### config.mk
export PLATFORM = sky130hd
export DESIGN_NAME = indirect_microport
export DESIGN_NICKNAME = d
export VERILOG_FILES = /design/src/rtl/mport_pkg.sv /design/src/rtl/mport_strobe_sync.sv /design/src/rtl/mport_regs.sv /design/src/rtl/mport_fsm.sv /design/src/rtl/indirect_microport.sv
export SDC_FILE = /design/constraint.sdc
export NUM_CORES = 1
export LEC_CHECK = 0
export ABC_AREA = 1
export ABC_CLOCK_PERIOD_IN_PS = 4400
export CORE_UTILIZATION = 39
export CTS_CLUSTER_DIAMETER = 150
export CTS_CLUSTER_SIZE = 10
export DETAILED_ROUTE_END_ITERATION = 8
export PLACE_DENSITY = 0.7
export SYNTH_ARGS = -nofsm -noshare
export SYNTH_HDL_FRONTEND = slang
export SYNTH_SLANG_ARGS = --single-unit
export TNS_END_PERCENT = 5
### constraint.sdc
create_clock -name clk -period 4.4 [get_ports clk]
set_clock_uncertainty 0.2 [all_clocks]
set_input_delay 0.66 -clock clk [delete_from_list [all_inputs] [get_ports clk]]
set_output_delay 0.66 -clock clk [all_outputs]
set_load 0.005 [all_outputs]
### src/rtl/mport_pkg.sv
package mport_pkg;
  typedef enum logic [1:0] {
    ST_IDLE  = 2'd0,
    ST_WAIT  = 2'd1,
    ST_LOCAL = 2'd2,
    ST_HOLD  = 2'd3
  } acc_state_e;

  localparam logic [2:0] EA_DR0   = 3'd0;
  localparam logic [2:0] EA_DR1   = 3'd1;
  localparam logic [2:0] EA_DR2   = 3'd2;
  localparam logic [2:0] EA_CTL   = 3'd5;
  localparam logic [2:0] EA_LADDR = 3'd6;
  localparam logic [2:0] EA_CHAN  = 3'd7;
endpackage

### src/rtl/mport_strobe_sync.sv
module mport_strobe_sync #(
  parameter int STAGES = 2
) (
  input  logic clk,
  input  logic rst_n,
  input  logic cs_n,
  input  logic rd_n,
  input  logic wr_n,
  output logic rd_start,
  output logic wr_start,
  output logic strobe_active
);
  logic [STAGES-1:0] cs_q, rd_q, wr_q;
  logic rd_act, wr_act, rd_act_q, wr_act_q;

  always_ff @(posedge clk or negedge rst_n) begin
    if (!rst_n) begin
      cs_q <= '1;
      rd_q <= '1;
      wr_q <= '1;
    end else begin
      cs_q <= {cs_q[STAGES-2:0], cs_n};
      rd_q <= {rd_q[STAGES-2:0], rd_n};
      wr_q <= {wr_q[STAGES-2:0], wr_n};
    end
  end

  assign rd_act = ~cs_q[STAGES-1] & ~rd_q[STAGES-1];
  assign wr_act = ~cs_q[STAGES-1] & ~wr_q[STAGES-1];

  always_ff @(posedge clk or negedge rst_n) begin
    if (!rst_n) begin
      rd_act_q <= 1'b0;
      wr_act_q <= 1'b0;
    end else begin
      rd_act_q <= rd_act;
      wr_act_q <= wr_act;
    end
  end

  assign rd_start      = rd_act & ~rd_act_q;
  assign wr_start      = wr_act & ~wr_act_q;
  assign strobe_active = rd_act | wr_act;
endmodule

### src/rtl/mport_regs.sv
module mport_regs
  import mport_pkg::*;
#(
  parameter int IA_W = 10,
  parameter int ID_W = 20
) (
  input  logic                    clk,
  input  logic                    rst_n,
  input  logic                    wr_en,
  input  logic [2:0]              sel,
  input  logic [7:0]              wr_byte,
  input  logic                    load_rd,
  input  logic [ID_W-1:0]         rdata,
  output logic [7:0]              rd_byte,
  output logic [IA_W-1:0]         int_addr,
  output logic [8-(IA_W-8)-1:0]   chan,
  output logic [ID_W-1:0]         wdata,
  output logic [3:0]              sleep_en,
  output logic                    serial_rb,
  output logic                    alt_map
);
  localparam int HI_W   = ID_W - 16;
  localparam int AHI_W  = IA_W - 8;

  logic [7:0]      dr0_q, dr1_q, car_q, acr_q;
  logic [HI_W-1:0] dr2_q;
  logic [5:0]      ctl_q;

  always_ff @(posedge clk or negedge rst_n) begin
    if (!rst_n) begin
      dr0_q <= '0;
      dr1_q <= '0;
      dr2_q <= '0;
      car_q <= '0;
      acr_q <= '0;
      ctl_q <= '0;
    end else if (load_rd) begin
      dr0_q <= rdata[7:0];
      dr1_q <= rdata[15:8];
      dr2_q <= rdata[ID_W-1:16];
    end else if (wr_en) begin
      case (sel)
        EA_DR0:   dr0_q <= wr_byte;
        EA_DR1:   dr1_q <= wr_byte;
        EA_DR2:   dr2_q <= wr_byte[HI_W-1:0];
        EA_CTL:   ctl_q <= wr_byte[5:0];
        EA_LADDR: car_q <= wr_byte;
        EA_CHAN:  acr_q <= wr_byte;
        default:  ;
      endcase
    end
  end

  always_comb begin
    case (sel)
      EA_DR0:   rd_byte = dr0_q;
      EA_DR1:   rd_byte = dr1_q;
      EA_DR2:   rd_byte = {{(8-HI_W){1'b0}}, dr2_q};
      EA_CTL:   rd_byte = {2'b00, ctl_q};
      EA_LADDR: rd_byte = car_q;
      EA_CHAN:  rd_byte = acr_q;
      default:  rd_byte = 8'h00;
    endcase
  end

  assign int_addr  = {acr_q[AHI_W-1:0], car_q};
  assign chan      = acr_q[7:AHI_W];
  assign wdata     = {dr2_q, dr1_q, dr0_q};
  assign sleep_en  = ctl_q[3:0];
  assign serial_rb = ctl_q[4];
  assign alt_map   = ctl_q[5];
endmodule

### src/rtl/mport_fsm.sv
module mport_fsm
  import mport_pkg::*;
(
  input  logic       clk,
  input  logic       rst_n,
  input  logic       mode,
  input  logic       rd_start,
  input  logic       wr_start,
  input  logic       strobe_active,
  input  logic [2:0] sel,
  input  logic       int_done,
  output logic       accept_wr,
  output logic       load_rd,
  output logic       int_wr,
  output logic       int_rd,
  output logic       rdy,
  output logic       mode_q
);
  acc_state_e state_q;
  logic       op_rd_q;
  logic       start;

  assign start     = (state_q == ST_IDLE) & (rd_start | wr_start);
  assign accept_wr = start & wr_start;
  assign load_rd   = (state_q == ST_WAIT) & op_rd_q & int_done;
  assign int_wr    = (state_q == ST_WAIT) & ~op_rd_q;
  assign int_rd    = (state_q == ST_WAIT) & op_rd_q;

  always_ff @(posedge clk or negedge rst_n) begin
    if (!rst_n) begin
      state_q <= ST_IDLE;
      op_rd_q <= 1'b0;
      mode_q  <= 1'b0;
    end else begin
      case (state_q)
        ST_IDLE: if (start) begin
          op_rd_q <= ~wr_start;
          mode_q  <= mode;
          if (sel == EA_DR0) state_q <= ST_WAIT;
          else               state_q <= mode ? ST_HOLD : ST_LOCAL;
        end
        ST_WAIT:  if (int_done) state_q <= mode_q ? ST_HOLD : ST_IDLE;
        ST_LOCAL: state_q <= ST_IDLE;
        ST_HOLD:  if (!strobe_active) state_q <= ST_IDLE;
        default:  state_q <= ST_IDLE;
      endcase
    end
  end

  always_comb begin
    if (mode_q) rdy = (state_q != ST_HOLD);
    else        rdy = (state_q != ST_WAIT) && (state_q != ST_LOCAL);
  end
endmodule

### src/rtl/indirect_microport.sv
module indirect_microport #(
  parameter int IA_W        = 10,
  parameter int ID_W        = 20,
  parameter int SYNC_STAGES = 2
) (
  input  logic                  clk,
  input  logic                  rst_n,
  input  logic                  cs_n,
  input  logic                  rd_n,
  input  logic                  wr_n,
  input  logic                  mode,
  input  logic [2:0]            ext_addr,
  input  logic [7:0]            host_din,
  output logic [7:0]            host_dout,
  output logic                  rdy,
  output logic [IA_W-1:0]       int_addr,
  output logic [16-IA_W-1:0]    int_chan,
  output logic [ID_W-1:0]       int_wdata,
  output logic                  int_wr,
  output logic                  int_rd,
  input  logic [ID_W-1:0]       int_rdata,
  input  logic                  int_done,
  output logic [3:0]            sleep_en,
  output logic                  serial_readback,
  output logic                  alt_map
);
  logic rd_start, wr_start, strobe_active;
  logic accept_wr, load_rd, mode_lat;

  mport_strobe_sync #(.STAGES(SYNC_STAGES)) u_sync (
    .clk(clk), .rst_n(rst_n), .cs_n(cs_n), .rd_n(rd_n), .wr_n(wr_n),
    .rd_start(rd_start), .wr_start(wr_start), .strobe_active(strobe_active)
  );

  mport_fsm u_fsm (
    .clk(clk), .rst_n(rst_n), .mode(mode), .rd_start(rd_start),
    .wr_start(wr_start), .strobe_active(strobe_active), .sel(ext_addr),
    .int_done(int_done), .accept_wr(accept_wr), .load_rd(load_rd),
    .int_wr(int_wr), .int_rd(int_rd), .rdy(rdy), .mode_q(mode_lat)
  );

  mport_regs #(.IA_W(IA_W), .ID_W(ID_W)) u_regs (
    .clk(clk), .rst_n(rst_n), .wr_en(accept_wr), .sel(ext_addr),
    .wr_byte(host_din), .load_rd(load_rd), .rdata(int_rdata),
    .rd_byte(host_dout), .int_addr(int_addr), .chan(int_chan),
    .wdata(int_wdata), .sleep_en(sleep_en), .serial_rb(serial_readback),
    .alt_map(alt_map)
  );
endmodule

## After elaboration in Yosys (flattened, before gate mapping)

Index checks and enable logic that the tools add are counted.

- Register bits: 54
- Word-level logic and storage cells: 80
- Output and inout bits: 53
- Input port bits: 38

- Equality and inequality tests: 14
- Bitwise operators: 19
- Multiplexer cells: 18
- Reduce and logical (&&, ||, !) cells: 15

Operator list:

| kind | number |
|---|---|
| $mux 8 | 6 |
| $pmux 8 s6 | 1 |
| $mux 4 | 3 |
| $reduce_and 3->1 | 4 |
| $mux 2 | 5 |
| $and 1x1->1 | 9 |
| $eq 3x3->1 const B | 3 |
| $ne 2x2->1 const B | 4 |
| $not 1->1 | 8 |
| $pmux 2 s4 | 1 |
| $reduce_and 2->1 | 4 |
| $reduce_bool 2->1 | 4 |
| $eq 2x2->1 const B | 2 |
| $ne 2x1->1 const B | 2 |
| $eq 3x1->1 const B | 1 |
| $eq 3x2->1 const B | 1 |
| $logic_not 3->1 | 1 |
| $eq 2x1->1 const B | 1 |
| $logic_not 2->1 | 1 |
| $mux 1 | 2 |
| $or 1x1->1 | 2 |
| $logic_and 1x1->1 | 1 |

## Depth between registers and ports, before layout

- Depth after elaboration: 8
- Depth in mapped cells: 10
- Depth with buffers taken out: 9

## By module

From an unflattened synthesis, not the netlist that was laid out.

- Cells, all modules: 393
- Area total of the unflattened synthesis: 2961.6 µm²

By module, submodules not included:

| module | cells each | instances | area each (µm²) | seq. area each (µm²) |
|---|---|---|---|---|
| mport_regs | 329 | 1 | 2394.8 | 1051.0 |
| mport_fsm | 46 | 1 | 311.5 | 100.1 |
| mport_strobe_sync | 18 | 1 | 255.2 | 207.7 |

## Worst setup path after synthesis

Ideal clock, no wire load.

- Path type: input port to output port
- Start: input ext_addr[1]
- End: output host_dout[6]
- Stages on the path: 5
- Path buffers: 1
- Arrival time: 1347 ps
- Data required time: 3540 ps
- Setup slack: 2193 ps
- Cell sequence: inv_1 nor3_4 buf_2 nand2_1 nand4_1

- Word-level cells in the longest chain between the ends: 2
- Elaborated cells between the ends (all ways): 7
- Classes of those cells: 5 x eq/ne; 1 x mux; 1 x reduce/logical

RTL lines:

| item | line | text |
|---|---|---|
| start: declaration | indirect_microport.sv:12 | `input logic [2:0] ext_addr,` |
| $eq 3x3->1, or another cell as far along | mport_regs.sv:55 | `case (sel)` |
| $pmux 8 s6 * | mport_regs.sv:55 |  |
| end: declaration | indirect_microport.sv:14 | `output logic [7:0] host_dout,` |

Mark *: on every way between the ends. The rest lies on a longest branch, timed or not.

## Worst setup path in the final report

- Start: input ext_addr[1]
- End: output host_dout[1]

Same word-level chain as after synthesis.

==> run metrics <==
status complete, no violations; Most common cell on crit path nand2_1; initial antenna violation count 0; total track usage 0.2264; WP buf/inv 3; Initial Utilization 0.4069; crit path max fanout 17; mapped cell area between 0.002 and 0.003 mm2; Slowest-stage cell, CP nor3_4; Slew headroom 0.4929; Mapped Avg Cell Area ~7.3 um2; Clock Tree Buf Depth 2; Final setup viols 0; top-level port count 91; distinct cell type count after synthesis 22; setup TNS 0 ns; most frequent cells in the layout 229 x nand2_1, 89 x clkdlybuf4s50_1, 48 x dfrtp_1, 29 x nand3_1, 22 x inv_1; Antenna diodes 0; chip width 86.66 um; post-route minimum period between 3 and 4 ns; DR WL/cell approximately 14 um; Post-route DRC 0; clk slew on worst S/H paths around 0.10 ns; worst path cell trace clkdlybuf4s50_1 -> inv_1 -> nor3_4 -> nand2_1 -> nand2_1 -> nor2_1 -> nand2_1 -> clkdlybuf4s50_1; Post-DRT Antenna Nets 0; crit path DAT around 2.8 ns; Seq/Total Area, Yosys 0.4861; Hold Vio Cnt, Final 0; Crit Path Class in2out; CTS resizes 0; vias per cell around 4.8; Largest delay share family, worst path buffers and inverters; Tot Pwr ~2.2 mW; CTS sink cnt between 50 and 60; Tightest Hold Check Type reg2reg; synth top area cells dfrtp_1 43%, nand2_1 31%, dfstp_2 5.6%, nand3_1 5.2%, inv_1 3.0%; vias in the first global route ~2600; worst skew pair latency a little over 0.3 ns; H-tree lvl count 2; leakage between 1.5 and 2 nW; DIE AREA between 0.007 and 0.008 mm2; Post-CTS Setup Inserts 0; highest cell delay on the worst timing path 0.64 ns; first-pass GRT wire length 12800 um; Post-Route WL approximately 8000 um; CTS tree built; final net count 514; # hold bufs at CTS 0; Achievable Freq about 0.28 GHz; Post-Syn Instances between 300 and 400; row count 30; most common cell after layout, fill and taps aside nand2_1; share of cells above drive strength 1 0.05920; max-cap violation count 0; CTS Root Cell clkbuf_8; Tightest Pin Transition 0.7583 ns; RSZ-0062 raised after global routing false; total grt overflow 0; post-route worst setup slack between 0.7 and 0.8 ns; drt initial violations 167; area growth from synthesis to layout 39.79%; port bufs 90; Placed Area 0.003765 mm2; Peak supply drop about 230 uV; fin crit share 0.8202; Detailed Routing Iterations Pass 1 4; PwrDens 552.6 mW/mm2; area share of the largest cell type after synthesis 0.4297; via count approximately 2700; YS warnings 0; Die Ht roughly 87 um; total CTS buffers 5; Syn Nets around 420; pin count of the biggest net entering global routing 55; CP Capture Type primary output; Post-DP HPWL ~6000 um; gp weighted congestion roughly 0.83; post-synth top area cell dfrtp_1; Design Area, Final approximately 0.004 mm2; Req. time, crit path roughly 3.5 ns; register bit total from synthesis between 50 and 60; core area 0.006869 mm2; CP Launch Type input port; Slew Limit Fails 0; post-placement worst setup slack 0.8079 ns
-- metal layers --
layer | global-route usage | vias to the layer above | share of wire
met5 | 0 | - | 0
met4 | 0.06667 | 0 | 0.010
met3 | 0.03714 | 6 | 0.073
met2 | 0.3680 | 110 | 0.47
met1 | 0.3125 | 1250 | 0.45
li1 | - | 1349 | -
-- sequential cells by signal, indices dropped and copies added (netlist names), 4 cells and up --
register	flops
u_regs.acr_q	8
u_regs.dr1_q	8
u_regs.car_q	8
u_regs.dr0_q	8
u_regs.ctl_q	6
u_regs.dr2_q	4
-- cells in the mapped netlist, drive strengths merged --
cell / number
ha: 4
dfrtp: 48
nor2: 15
inv: 25
nand3: 30
o21ai: 5
buf: 8
a21oi: 4
a21boi: 1
nor3: 1
nand4: 4
mux2i: 1
clkinv: 1
nand2: 229
dfstp: 6
-- through the flow --
step / cells / hold WS, ns / utilization
after detailed placement: 561 / 0.1490 / 0.5481
after global placement: 561 / 0.1470 / 0.5481
after floorplan: 382 / 0.1452 / -
final: 569 / 0.1629 / 0.5689
after CTS: 569 / 0.1631 / 0.5689
after global routing: 569 / 0.1676 / 0.5689
-- final timing paths --
path	startpoint	to	slack, ns	cells after the start
hold / removal	u_sync.wr_q[0]	u_sync.wr_q[1]	0.16	0
setup / recovery	ext_addr[1]	host_dout[1]	0.79	8
setup reg to reg	u_fsm.state_q[1]	u_regs.dr0_q[3]	2.03	9
hold reg to reg	u_sync.wr_q[0]	u_sync.wr_q[1]	0.16	0
max in group asynchronous	rst_n	u_regs.dr1_q[0]	3.28	2
min in group asynchronous	rst_n	u_regs.ctl_q[0]	0.27	2
-- cell families (layout without fill, tap and decap cells) --
group,Yosys count,count (layout),synth area share
simple gates,279,279,0.4087
mux,1,1,0.003581
buf+inv,34,125,0.05416
fa+ha+maj,4,4,0.01791
flops,54,54,0.4861
compound gates,10,10,0.02954
-- cell type report --
| type | count | area, um2 |
|---|---|---|
| multi-input combinational | 294 | 1285 |
| fill | 668 | 2962 |
| clock inverter | 2 | 60.06 |
| sequential | 54 | 1359 |
| clock buffer | 6 | 82.58 |
| timing repair buffer | 91 | 903.4 |
| inverter | 26 | 97.59 |
| tap | 96 | 120.1 |
-- report_power, final --
part	internal, mW	switching, mW
sequential	0.692	0.180
combinational	0.501	0.377
clock	0.243	0.166
total	1.44	0.724
No activity file was read; power rests on OpenSTA's default activity.
